### src/rtl/tsl_pkg.sv
package tsl_pkg;
    localparam int DATA_W  = 32;
    localparam int SEL_W   = 16;
    localparam int NUM_GPR = 8;
    localparam int NUM_SEG = 6;
    localparam int ITEM_W  = 5;

    localparam logic [31:0] LIM32_MIN      = 32'h67;
    localparam logic [31:0] LIM16_MIN      = 32'h2B;
    localparam logic [31:0] DCR_LOCAL_MASK = 32'h155;
    localparam int BUSY_BIT = 1;
    localparam int NT_BIT   = 14;
    localparam int VM_BIT   = 17;
    localparam int TS_BIT   = 3;

    // context items in read order
    localparam logic [ITEM_W-1:0] IT_PDBR  = 5'd0;
    localparam logic [ITEM_W-1:0] IT_EIP   = 5'd1;
    localparam logic [ITEM_W-1:0] IT_FLAGS = 5'd2;
    localparam logic [ITEM_W-1:0] IT_GPR0  = 5'd3;
    localparam logic [ITEM_W-1:0] IT_SEG0  = 5'd11;
    localparam logic [ITEM_W-1:0] IT_DS16  = 5'd14;
    localparam logic [ITEM_W-1:0] IT_LDT   = 5'd17;
    localparam logic [ITEM_W-1:0] IT_TRAP  = 5'd18;

    typedef enum logic [1:0] {
        SZ_BYTE  = 2'd0,
        SZ_WORD  = 2'd1,
        SZ_DWORD = 2'd2
    } acc_size_e;

    typedef enum logic [2:0] {
        ST_IDLE, ST_BUSY, ST_LINK, ST_CHECK, ST_RREQ, ST_RCAP, ST_FIN, ST_DONE
    } state_e;

    typedef struct packed {
        logic             is32;
        logic             nest;
        logic             ret;
        logic [SEL_W-1:0] sel;
        logic [SEL_W-1:0] old_sel;
        logic [7:0]       acc;
        logic [7:0]       old_acc;
    } op_t;

    function automatic logic [7:0] item_offset(logic is32, logic [ITEM_W-1:0] it);
        logic [ITEM_W-1:0] k;
        if (is32) return 8'h1C + {1'b0, it, 2'b00};
        if (it == IT_LDT) return 8'h2A;
        k = it - 5'd1;
        return 8'h0E + {2'b00, k, 1'b0};
    endfunction

    function automatic acc_size_e item_size(logic is32, logic [ITEM_W-1:0] it);
        if (!is32) return SZ_WORD;
        if (it == IT_TRAP) return SZ_BYTE;
        if (it < IT_SEG0) return SZ_DWORD;
        return SZ_WORD;
    endfunction

    function automatic logic [ITEM_W-1:0] first_item(logic is32);
        return is32 ? IT_PDBR : IT_EIP;
    endfunction

    function automatic logic is_last(logic is32, logic [ITEM_W-1:0] it);
        return it == (is32 ? IT_TRAP : IT_LDT);
    endfunction

    function automatic logic [ITEM_W-1:0] next_item(logic is32, logic [ITEM_W-1:0] it);
        if (!is32 && it == IT_DS16) return IT_LDT;
        return it + 5'd1;
    endfunction
endpackage

### src/rtl/tsl_addr_gen.sv
module tsl_addr_gen
    import tsl_pkg::*;
#(
    parameter int ADDR_W = 32
) (
    input  logic              is32_i,
    input  logic [ITEM_W-1:0] item_i,
    input  logic [ADDR_W-1:0] base_i,
    output logic [ADDR_W-1:0] addr_o,
    output acc_size_e         size_o
);
    assign addr_o = base_i + ADDR_W'(item_offset(is32_i, item_i));
    assign size_o = item_size(is32_i, item_i);
endmodule

### src/rtl/tsl_ctx_file.sv
module tsl_ctx_file
    import tsl_pkg::*;
(
    input  logic                       clk,
    input  logic                       rst,
    input  logic                       clr_i,
    input  logic                       cap_i,
    input  logic                       fin_i,
    input  logic                       is32_i,
    input  logic                       nest_i,
    input  logic                       ret_i,
    input  logic [ITEM_W-1:0]          item_i,
    input  logic [DATA_W-1:0]          rdata_i,
    input  logic [31:0]                msw_i,
    input  logic [31:0]                dcr_i,
    output logic [31:0]                eip_o,
    output logic [31:0]                eflags_o,
    output logic [NUM_GPR*DATA_W-1:0]  gpr_o,
    output logic [NUM_SEG*SEL_W-1:0]   seg_o,
    output logic [SEL_W-1:0]           ldt_o,
    output logic [31:0]                msw_o,
    output logic [31:0]                dcr_o,
    output logic                       trap_o
);
    logic [DATA_W-1:0] gpr_q [NUM_GPR];
    logic [SEL_W-1:0]  seg_q [NUM_SEG];
    logic [31:0]       eip_q, eflags_q, msw_q, dcr_q;
    logic [SEL_W-1:0]  ldt_q;
    logic              trap_bit_q, trap_q;
    logic [DATA_W-1:0] val;

    // 16-bit layout loads zero-extended words
    assign val = is32_i ? rdata_i : {16'b0, rdata_i[15:0]};

    always_ff @(posedge clk) begin
        if (rst) begin
            for (int i = 0; i < NUM_GPR; i++) gpr_q[i] <= '0;
            for (int k = 0; k < NUM_SEG; k++) seg_q[k] <= '0;
            eip_q <= '0; eflags_q <= '0; msw_q <= '0; dcr_q <= '0;
            ldt_q <= '0; trap_bit_q <= 1'b0; trap_q <= 1'b0;
        end else begin
            if (clr_i) begin
                seg_q[4]   <= '0;
                seg_q[5]   <= '0;
                trap_bit_q <= 1'b0;
            end
            if (cap_i) begin
                if (item_i == IT_EIP)   eip_q    <= val;
                if (item_i == IT_FLAGS) eflags_q <= val;
                for (int i = 0; i < NUM_GPR; i++)
                    if (item_i == ITEM_W'(int'(IT_GPR0) + i)) gpr_q[i] <= val;
                for (int k = 0; k < NUM_SEG; k++)
                    if (item_i == ITEM_W'(int'(IT_SEG0) + k)) seg_q[k] <= rdata_i[15:0];
                if (item_i == IT_LDT)  ldt_q      <= rdata_i[15:0];
                if (item_i == IT_TRAP) trap_bit_q <= rdata_i[0];
            end
            if (fin_i) begin
                if (nest_i)      eflags_q[NT_BIT] <= 1'b1;
                else if (!ret_i) eflags_q[NT_BIT] <= 1'b0;
                msw_q  <= msw_i | (32'h1 << TS_BIT);
                dcr_q  <= dcr_i & ~DCR_LOCAL_MASK;
                trap_q <= trap_bit_q;
            end
        end
    end

    for (genvar g = 0; g < NUM_GPR; g++) begin : g_gpr
        assign gpr_o[g*DATA_W +: DATA_W] = gpr_q[g];
    end
    for (genvar s = 0; s < NUM_SEG; s++) begin : g_seg
        assign seg_o[s*SEL_W +: SEL_W] = seg_q[s];
    end

    assign eip_o    = eip_q;
    assign eflags_o = eflags_q;
    assign ldt_o    = ldt_q;
    assign msw_o    = msw_q;
    assign dcr_o    = dcr_q;
    assign trap_o   = trap_q;

    // 16-bit layout leaves FS, GS and the upper flags at zero
    a_r6_short_layout_zero: assert property (@(posedge clk) disable iff (rst)
        (fin_i && !is32_i) |=> (seg_q[4] == '0 && seg_q[5] == '0 && !eflags_q[VM_BIT] && !trap_q));
endmodule

### src/rtl/task_load_seq.sv
module task_load_seq
    import tsl_pkg::*;
#(
    parameter int ADDR_W = 32
) (
    input  logic                      clk,
    input  logic                      rst,
    input  logic                      start_i,
    input  logic                      nesting_i,
    input  logic                      returning_i,
    input  logic [15:0]               new_sel_i,
    input  logic [ADDR_W-1:0]         new_desc_addr_i,
    input  logic [ADDR_W-1:0]         new_base_i,
    input  logic [31:0]               new_limit_i,
    input  logic                      new_is32_i,
    input  logic [7:0]                new_access_i,
    input  logic [15:0]               old_sel_i,
    input  logic [ADDR_W-1:0]         old_desc_addr_i,
    input  logic [7:0]                old_access_i,
    input  logic [31:0]               cur_pdbr_i,
    input  logic [31:0]               cur_msw_i,
    input  logic [31:0]               cur_dcr_i,
    output logic                      mem_req_o,
    output logic                      mem_we_o,
    output logic [1:0]                mem_size_o,
    output logic [ADDR_W-1:0]         mem_addr_o,
    output logic [31:0]               mem_wdata_o,
    input  logic [31:0]               mem_rdata_i,
    output logic                      fault_o,
    output logic                      done_o,
    output logic [15:0]               tr_sel_o,
    output logic [ADDR_W-1:0]         tr_base_o,
    output logic [31:0]               tr_limit_o,
    output logic                      tr_is32_o,
    output logic [31:0]               eip_o,
    output logic [31:0]               eflags_o,
    output logic [255:0]              gpr_o,
    output logic [95:0]               seg_o,
    output logic [15:0]               ldt_sel_o,
    output logic [31:0]               pdbr_o,
    output logic                      pdbr_load_o,
    output logic [31:0]               msw_o,
    output logic [31:0]               dcr_o,
    output logic                      trap_req_o,
    output logic                      seg_inval_o
);
    state_e            state_q;
    op_t               op_q;
    logic [ADDR_W-1:0] desc_q, old_desc_q;
    logic [ITEM_W-1:0] item_q;
    logic [31:0]       pdbr_q;
    logic              pdbr_load_q;
    logic              limit_bad;
    logic [ADDR_W-1:0] rd_addr;
    acc_size_e         rd_size;

    tsl_addr_gen #(.ADDR_W(ADDR_W)) u_addr (
        .is32_i (op_q.is32),
        .item_i (item_q),
        .base_i (tr_base_o),
        .addr_o (rd_addr),
        .size_o (rd_size)
    );

    assign limit_bad = op_q.is32 ? (tr_limit_o < LIM32_MIN) : (tr_limit_o < LIM16_MIN);

    always_ff @(posedge clk) begin
        if (rst) begin
            state_q     <= ST_IDLE;
            op_q        <= '0;
            desc_q      <= '0;
            old_desc_q  <= '0;
            item_q      <= '0;
            tr_sel_o    <= '0;
            tr_base_o   <= '0;
            tr_limit_o  <= '0;
            tr_is32_o   <= 1'b0;
            pdbr_q      <= '0;
            pdbr_load_q <= 1'b0;
        end else begin
            pdbr_load_q <= 1'b0;
            unique case (state_q)
                ST_IDLE: if (start_i) begin
                    op_q       <= '{is32: new_is32_i, nest: nesting_i, ret: returning_i,
                                    sel: new_sel_i, old_sel: old_sel_i,
                                    acc: new_access_i, old_acc: old_access_i};
                    desc_q     <= new_desc_addr_i;
                    old_desc_q <= old_desc_addr_i;
                    tr_base_o  <= new_base_i;
                    tr_limit_o <= new_limit_i;
                    state_q    <= ST_BUSY;
                end
                ST_BUSY: begin
                    tr_sel_o  <= op_q.sel;
                    tr_is32_o <= op_q.is32;
                    state_q   <= ST_LINK;
                end
                ST_LINK:  state_q <= ST_CHECK;
                ST_CHECK: begin
                    item_q  <= first_item(op_q.is32);
                    state_q <= limit_bad ? ST_IDLE : ST_RREQ;
                end
                ST_RREQ: state_q <= ST_RCAP;
                ST_RCAP: begin
                    if (item_q == IT_PDBR) begin
                        pdbr_q      <= mem_rdata_i;
                        pdbr_load_q <= (mem_rdata_i != cur_pdbr_i);
                    end
                    if (is_last(op_q.is32, item_q)) state_q <= ST_FIN;
                    else begin
                        item_q  <= next_item(op_q.is32, item_q);
                        state_q <= ST_RREQ;
                    end
                end
                ST_FIN:  state_q <= ST_DONE;
                default: state_q <= ST_IDLE;
            endcase
        end
    end

    always_comb begin
        mem_req_o   = 1'b0;
        mem_we_o    = 1'b0;
        mem_size_o  = SZ_BYTE;
        mem_addr_o  = '0;
        mem_wdata_o = '0;
        unique case (state_q)
            ST_BUSY: begin
                mem_req_o   = 1'b1;
                mem_we_o    = 1'b1;
                mem_addr_o  = desc_q + ADDR_W'(5);
                mem_wdata_o = {24'b0, op_q.acc | 8'(1 << BUSY_BIT)};
            end
            ST_LINK: begin
                mem_req_o = 1'b1;
                mem_we_o  = 1'b1;
                if (op_q.nest) begin
                    mem_size_o  = SZ_WORD;
                    mem_addr_o  = tr_base_o;
                    mem_wdata_o = {16'b0, op_q.old_sel};
                end else begin
                    mem_addr_o  = old_desc_q + ADDR_W'(5);
                    mem_wdata_o = {24'b0, op_q.old_acc & ~8'(1 << BUSY_BIT)};
                end
            end
            ST_RREQ: begin
                mem_req_o  = 1'b1;
                mem_size_o = rd_size;
                mem_addr_o = rd_addr;
            end
            default: ;
        endcase
    end

    tsl_ctx_file u_ctx (
        .clk      (clk),
        .rst      (rst),
        .clr_i    (state_q == ST_CHECK),
        .cap_i    (state_q == ST_RCAP),
        .fin_i    (state_q == ST_FIN),
        .is32_i   (op_q.is32),
        .nest_i   (op_q.nest),
        .ret_i    (op_q.ret),
        .item_i   (item_q),
        .rdata_i  (mem_rdata_i),
        .msw_i    (cur_msw_i),
        .dcr_i    (cur_dcr_i),
        .eip_o    (eip_o),
        .eflags_o (eflags_o),
        .gpr_o    (gpr_o),
        .seg_o    (seg_o),
        .ldt_o    (ldt_sel_o),
        .msw_o    (msw_o),
        .dcr_o    (dcr_o),
        .trap_o   (trap_req_o)
    );

    assign fault_o     = (state_q == ST_CHECK) && limit_bad;
    assign done_o      = (state_q == ST_DONE);
    assign seg_inval_o = (state_q == ST_DONE);
    assign pdbr_o      = pdbr_q;
    assign pdbr_load_o = pdbr_load_q;

    // busy mark is the first access after start
    a_r1_busy_first: assert property (@(posedge clk) disable iff (rst)
        (state_q == ST_IDLE && start_i) |=> (mem_req_o && mem_we_o && mem_size_o == SZ_BYTE
            && mem_addr_o == $past(new_desc_addr_i) + ADDR_W'(5)
            && mem_wdata_o[BUSY_BIT]));
    // a fault returns to idle with nothing further
    a_r3_fault_quiet: assert property (@(posedge clk) disable iff (rst)
        fault_o |=> (!mem_req_o && !done_o));
    // done is a single-cycle pulse, and each read request lasts one cycle
    a_r12_done_pulse: assert property (@(posedge clk) disable iff (rst)
        done_o |=> !done_o);
    a_r12_read_single: assert property (@(posedge clk) disable iff (rst)
        (mem_req_o && !mem_we_o) |=> !mem_req_o);
    // status and debug side effects visible at done
    a_r9_side_effects: assert property (@(posedge clk) disable iff (rst)
        done_o |-> (msw_o[TS_BIT] && (dcr_o & DCR_LOCAL_MASK) == '0));
    // nesting leaves the nested-task flag set
    a_r8_nt_nest: assert property (@(posedge clk) disable iff (rst)
        (done_o && op_q.nest) |-> eflags_o[NT_BIT]);
endmodule

### config.mk
export PLATFORM = sky130hd
export DESIGN_NAME = task_load_seq
export DESIGN_NICKNAME = d
export VERILOG_FILES = /design/src/rtl/tsl_pkg.sv /design/src/rtl/tsl_addr_gen.sv /design/src/rtl/tsl_ctx_file.sv /design/src/rtl/task_load_seq.sv
export SDC_FILE = /design/constraint.sdc
export NUM_CORES = 1
export LEC_CHECK = 0
export BUFFER_PORTS_ARGS = -buffer_cell sky130_fd_sc_hd__buf_2
export CORE_AREA = 2 2 391 393
export DETAILED_ROUTE_END_ITERATION = 16
export DIE_AREA = 0 0 393 395
export PLACE_DENSITY = 0.37
export SLEW_MARGIN = 25
export SYNTH_ARGS = -nofsm -noshare
export SYNTH_HDL_FRONTEND = slang
export SYNTH_SLANG_ARGS = --single-unit
### constraint.sdc
create_clock -name clk -period 10.36 [get_ports clk]
set_clock_uncertainty 0.05 [all_clocks]
set_input_delay 1.036 -clock clk [delete_from_list [all_inputs] [get_ports clk]]
set_output_delay 1.036 -clock clk [all_outputs]
set_load 0.005 [all_outputs]
[Yosys cells after proc, flatten, opt, wreduce, memory -nomap -nowiden]
Memories as Yosys holds them, arrays and structs flattened.
Cells that the tools add are included.
Storage, ports and cells
  register bits: 378
  bits in latches: 0
  bits in writable memories: 352
  bits in read-only memories: 0
  input port bits: 310
  output and inout bits: 682
  word-level logic and storage cells: 226
  memories kept: 2
Memories
  u_ctx.gpr_q: words 8, bits a word 32, rd ports 8, clocked after memory_dff 0, write ports 8, line tsl_ctx_file.sv:25  | logic [DATA_W-1:0] gpr_q [NUM_GPR];
  u_ctx.seg_q: words 6, bits a word 16, rd ports 6, clocked after memory_dff 0, write ports 6, line tsl_ctx_file.sv:26  | logic [SEL_W-1:0] seg_q [NUM_SEG];
Cells by class
  $add $sub $neg: 7
  multiply operators: 0
  divide/modulo/power cells: 0
  $lt $le $gt $ge: 3
  equal/unequal tests: 29
  shift-type cells: 0
  mux-type cells: 127
  bitwise operators: 18
  reductions and logical operators: 15
Operator list (count)
  $mux W32: 10
  $mux W16: 9
  $pmux W32 S3: 1
  $mux W1: 84
  $add A32 B3 Y32 const B: 2
  $eq A5 B4 Y1 const B: 8
  $add A32 B8 Y32: 1
  $lt A32 B6 Y1 const B: 1
  $lt A32 B7 Y1 const B: 1
  $mux W8: 4
  $ne A32 B32 Y1: 1
  $pmux W16 S2: 1
  $mux W15: 2
  $pmux W3 S7: 1
  $eq A5 B3 Y1 const B: 4
  $mux W2: 8
  $or A1 B1 Y1: 16
  $eq A5 B5 Y1 const B: 3
  $mux W5: 3
  $eq A3 B3 Y1 const B: 4
  $reduce_and A2 Y1: 6
  $eq A5 B2 Y1 const B: 2
  $pmux W5 S2: 1
  $add A5 B7 Y8 const A: 1
  19 further kinds: 25

[Logic depth before layout (Yosys ltp)]
  depth in word-level cells: 9
  mapped depth: 16
  mapped depth without buffers: 15

[Modules after synthesis]
From an unflattened synthesis, not the netlist that was laid out.
Unflattened totals
  cells, all modules: 3015
  area, all modules: 30070.1 um2
By module, submodules not included
  tsl_ctx_file: instances 1, cells an instance 1365, area an instance 17737.0 um2, sequential area each 13392.8 um2
  task_load_seq: instances 1, cells an instance 1493, area an instance 11140.7 um2, sequential area each 4704.5 um2
  tsl_addr_gen: instances 1, cells an instance 157, area an instance 1192.4 um2, sequential area each 0.0 um2

[Worst setup path before layout]
Ideal clock, no wire load.
  path type: reg2out
  start: register item_q[1]
  end: output port mem_addr_o[25]
  data arrival time: 3.264 ns
  required time: 9.274 ns
  setup slack: 6.010 ns
  cell stages (with the launch flop): 15
  path buffers: 1
  cells stage by stage: dfxtp_1 inv_1 ha_1 and3_1 clkbuf_1 or2_2 o22ai_1 inv_1 fa_1 nand2b_1 a211o_1 a21o_1 o21ai_1 a21oi_1 or3_1
Between the ends
  longest elaborated chain between the ends: 7
  elaborated cells on any way between the ends: 12
  classes of those cells: add/sub: 4; eq/ne: 1; mux: 7
RTL lines
  start: declaration: line task_load_seq.sv:50  | logic [ITEM_W-1:0] item_q;
  start signal: assignment: line task_load_seq.sv:100  | item_q <= first_item(op_q.is32);
  start signal: assignment: line task_load_seq.sv:111  | item_q <= next_item(op_q.is32, item_q);
  branches (longest 4 deep; another with $add A4 B6 Y7)
  $mux W8 (*): line tsl_pkg.sv:49  | if (it == IT_LDT) return 8'h2A;
  $add A32 B8 Y32 (*): line tsl_addr_gen.sv:12  | assign addr_o = base_i + ADDR_W'(item_offset(is32_i, item_i));
  $pmux W32 S3 (*): line task_load_seq.sv:127  | unique case (state_q)
  end: declaration: line task_load_seq.sv:26  | output logic [ADDR_W-1:0] mem_addr_o,
Every way passes the cells marked *. The select of a mux whose other input is x is not followed.

[Final worst setup path]
  start: register item_q[3]
  end: output port mem_addr_o[30]
The elaborated chain is that of the path after synthesis.

==> impl_results.md <==
* CTS Hold Buffers Added at 0
* Register area share after synthesis at between 60% and 70%
* Crit Path Category: reg2out
* Post-synthesis compound-gate area fraction at about a tenth
* Worst skew pair latency at just under 0.7 ns
* Largest net degree at the start of global routing at 178
* Core Rows at 143
* Final TNS setup at 0 ns
* Grt total ovfl at 0
* Worst slew pin tran at 1.08 ns
* I/O Buffers at 962
* Hold EP: u_ctx.msw_o[7]
* # fillers at 16,500
* WP data required at between 9 and 10 ns
* Buf/Inv on CP at 1
* Final setup viols at 0
* R2R Path End: u_ctx.gpr_q[0][58]
* Yosys top cell area share at a little over a third
* Routed WL at 144,000 um
* Delay-heaviest family, CP: simple AND/OR/NAND/NOR gates
* CTS Buffer Depth at 3
* Fmax at 0.164 GHz
* Max transition margin at between 20% and 30%
* Avg Inst Size Synth at around 9.6 um2
* Outcome: finished clean
* # Max-Cap Violations at 0
* CTS tree: built
* Final hold vios at 0
* Share of layout cells above drive strength 1 at around 30%
* Register-to-Register Setup Slack at 6.69 ns
* Die height at roughly 400 um
* Clk root buf: clkbuf_16
* Full die area at 155,000 um2
* Internal power at 5180 uW
* Detailed Routing Iterations Pass 1 at 5
* I/O pins at 992
* Cell Chain, Critical Path: nor2_2, and3_1, or2_2, nor4_1, a31oi_1, o21ai_0, ha_1, o21a_1, a21oi_1, a21o_2, nor2_1, nor4_1, o211ai_2, buf_2
* Reg clk slew, reported paths at 0.06 ns
* Crit end category: primary output
* Routability cong. at 0.865
* All-Layer GR Usage at 17.7%
* Pleak at between 0.015 and 0.02 uW
* Distinct cells, synth at between 70 and 80
* Vias at 25,700
* Clock Power Share at 45.5%
* Yosys warning total at 0
* Simple-gate share of the synthesized area at 20.0%
* DP HPWL at just over 100,000 um
* PD cells at between 150 and 200 nW/um2
* Ranking of synthesized cells by area: edfxtp_1, dfxtp_1, nand2_1, a21oi_1, nor2_1
* Gate Count Post-Synth at 3,072
* Core area at 151,000 um2
* CTS sink cnt at 728
* Startpoint Class: flip-flop
* Post-Synthesis Cell Area at 29,600 um2
* Period utilization at 59.0%
* Vias in the first global route at 24,200
* Worst hold-check path type: reg2reg
* Commonest non-fill, non-tap cell in the layout: buf_2
* Mux cell area share after synthesis at less than 1%
* Top cell type by total area after synthesis: edfxtp_1
* DRT iter0 DRCs at about 1,900
* Synth Flop Type: dfxtp_1
* TritonCTS Buffers at 90
* Peak supply drop at 0.000120 V
* Synth-to-Final Area Change at 33.1%
* Setup WS pre-CTS at between 4 and 5 ns
* CP dominant cell by count: nor4_1
* Via density per instance at 4.24
* Setup bufs post-CTS at 0
* Crit path DAT at 5.02 ns
* Largest family of logic cells by synthesized area: simple AND/OR/NAND/NOR gates
* Antenna violations before repair at 40
* Fin crit period at between 6 and 7 ns
* Worst r2r path cells at 6
* Reg2reg start: state_q[0]
* DRT antenna net count at 0
* Post-route setup slack at 4.25 ns
* Max stage delay on crit path at 0.80 ns
* Adder-Cell Fraction of Synth Area at 0.785%
* Switch share at a little over a quarter
* DR WL/cell at 23.7 um
* Fraction of registers with async set/reset at 0%
* First-pass GRT wire length at approximately 200,000 um
* H-tree Lvls at 3
* Power share of the sequential group at between 40% and 50%
* Most frequent cells in the layout: buf_2, nand2_1, a21oi_1
* Worst Hold Launch: u_ctx.msw_o[7]
* Worst Path Max Fanout at 18
* Starting Density at 19.6%
* Crit-path slowest cell: dfxtp_1
* RSZ-0062 raised after global routing: no
* Post-CTS sizing at 0
* Net Switching at 1870 uW
* DRC viols at 0
* Post-synthesis xor/xnor area fraction at 3.37%
* Hold Path Depth at 2
* Flip-flop and latch count after synthesis at approximately 730
* Combinational power share at about 9%
* Post-synth EDFFs at around 350
* Die Wd at 393 um
* Max-slew violation count at 0
* Nets at 4,271
logic make-up (layout without fill, tap and decap cells):
logic type	Yosys count	after routing
other cells	1	28
fa+ha+maj	18	18
xor+xnor	114	114
buf+inv	303	1227
mux	28	28
simple gates	1371	1371
compound gates	509	509
flops	728	728
power groups by stage:
stage	Clock, uW	Sequential [uW]	Combinational (uW)
6_report	3210	3210	630
5_1_grt	3420	3220	690
4_1_cts	3330	3210	648
3_5_place_dp	0	3270	646
3_3_place_gp	0	3270	643
2_1_floorplan	0	3250	283
sequential cells by signal, summed over array words and instances (netlist names), 32 cells and up:
signal          count
u_ctx.gpr_q       256
u_ctx.msw_o        32
u_ctx.eflags_o     32
old_desc_q         32
desc_q             32
pdbr_o             32
u_ctx.seg_q        96
op_q               49
u_ctx.eip_o        32
tr_limit_o         32
tr_base_o          32
metrics by stage:
step	area (um2)	instances	hold slack (ns)	power, uW	util (%)
6_report	39500	6053	0.401	7050	26.1
5_1_grt	39400	6049	0.417	7330	26.1
4_1_cts	39400	6046	0.401	7190	26.1
3_5_place_dp	36500	5881	0.393	3920	24.1
3_3_place_gp	36400	5881	0.388	3920	24.1
2_1_floorplan	29700	3092	0.378	3530	-
cell type report:
cell class	instances	area [um2]	share of cell area, %
Sequential cell	728	18100	45.9
Multi-Input combinational cell	2061	10400	26.4
Timing Repair Buffer	1005	5190	13.2
Tap cell	2030	2540	6.44
Clock buffer	123	2500	6.33
Clock inverter	42	472	1.20
Inverter	57	214	0.542
Antenna cell	7	17.5	0.0444
how the worst max path moves through the flow:
stage | startpoint | endpoint | slack, ns | depth (start not counted)
after floorplan | item_q[1] | mem_addr_o[25] | 6.01 | 14
after global placement | item_q[3] | mem_addr_o[30] | 4.96 | 14
after detailed placement | item_q[3] | mem_addr_o[30] | 4.98 | 14
after CTS | item_q[3] | mem_addr_o[30] | 4.17 | 14
after global routing | item_q[3] | mem_addr_o[30] | 3.94 | 14
final | item_q[3] | mem_addr_o[30] | 4.25 | 14
cell usage after synthesis (3+ instances only):
cell type and instances:
nand3b_1 5, or3_1 3, a21oi_1 380, a222oi_1 4, buf_1 5, o21ai_1 4
clkbuf_1 176, dfxtp_1 376, and4_1 10, o21a_1 3, a31oi_1 4, edfxtp_1 352
nand3_1 67, xnor2_1 78, a22oi_1 14, o21ai_0 40, nor3_1 20, o211ai_1 10
nand4_1 25, a211oi_1 3, nor2b_1 5, a21o_1 10, o221ai_1 9, nand2_1 727
nor2_1 366, xor2_1 36, nand2b_1 34, buf_2 40, mux2_2 3, nor4_1 19
and3b_1 3, and2_1 22, and3_1 21, o311ai_0 3, mux2i_1 25, o2111ai_1 3
o22ai_1 4, ha_1 17, inv_1 57, or2_2 18, buf_4 23
metal layers:
| metal | vias to the layer above | GRT usage, % | part of all wire [%] |
|---|---|---|---|
| met5 | - | 0 | 0.19 |
| met4 | 44 | 4.21 | 2.2 |
| met3 | 192 | 5.27 | 8.2 |
| met2 | 971 | 28.8 | 46 |
| met1 | 12400 | 23.0 | 43 |
| li1 | 12100 | - | - |
tightest hold or removal path, cell delays in order, from the launching register on:
cell,delay (ns)
dfxtp_1,0.30
nand2_1,0.05
a21oi_1,0.05
No activity file was read; power rests on OpenSTA's default activity.
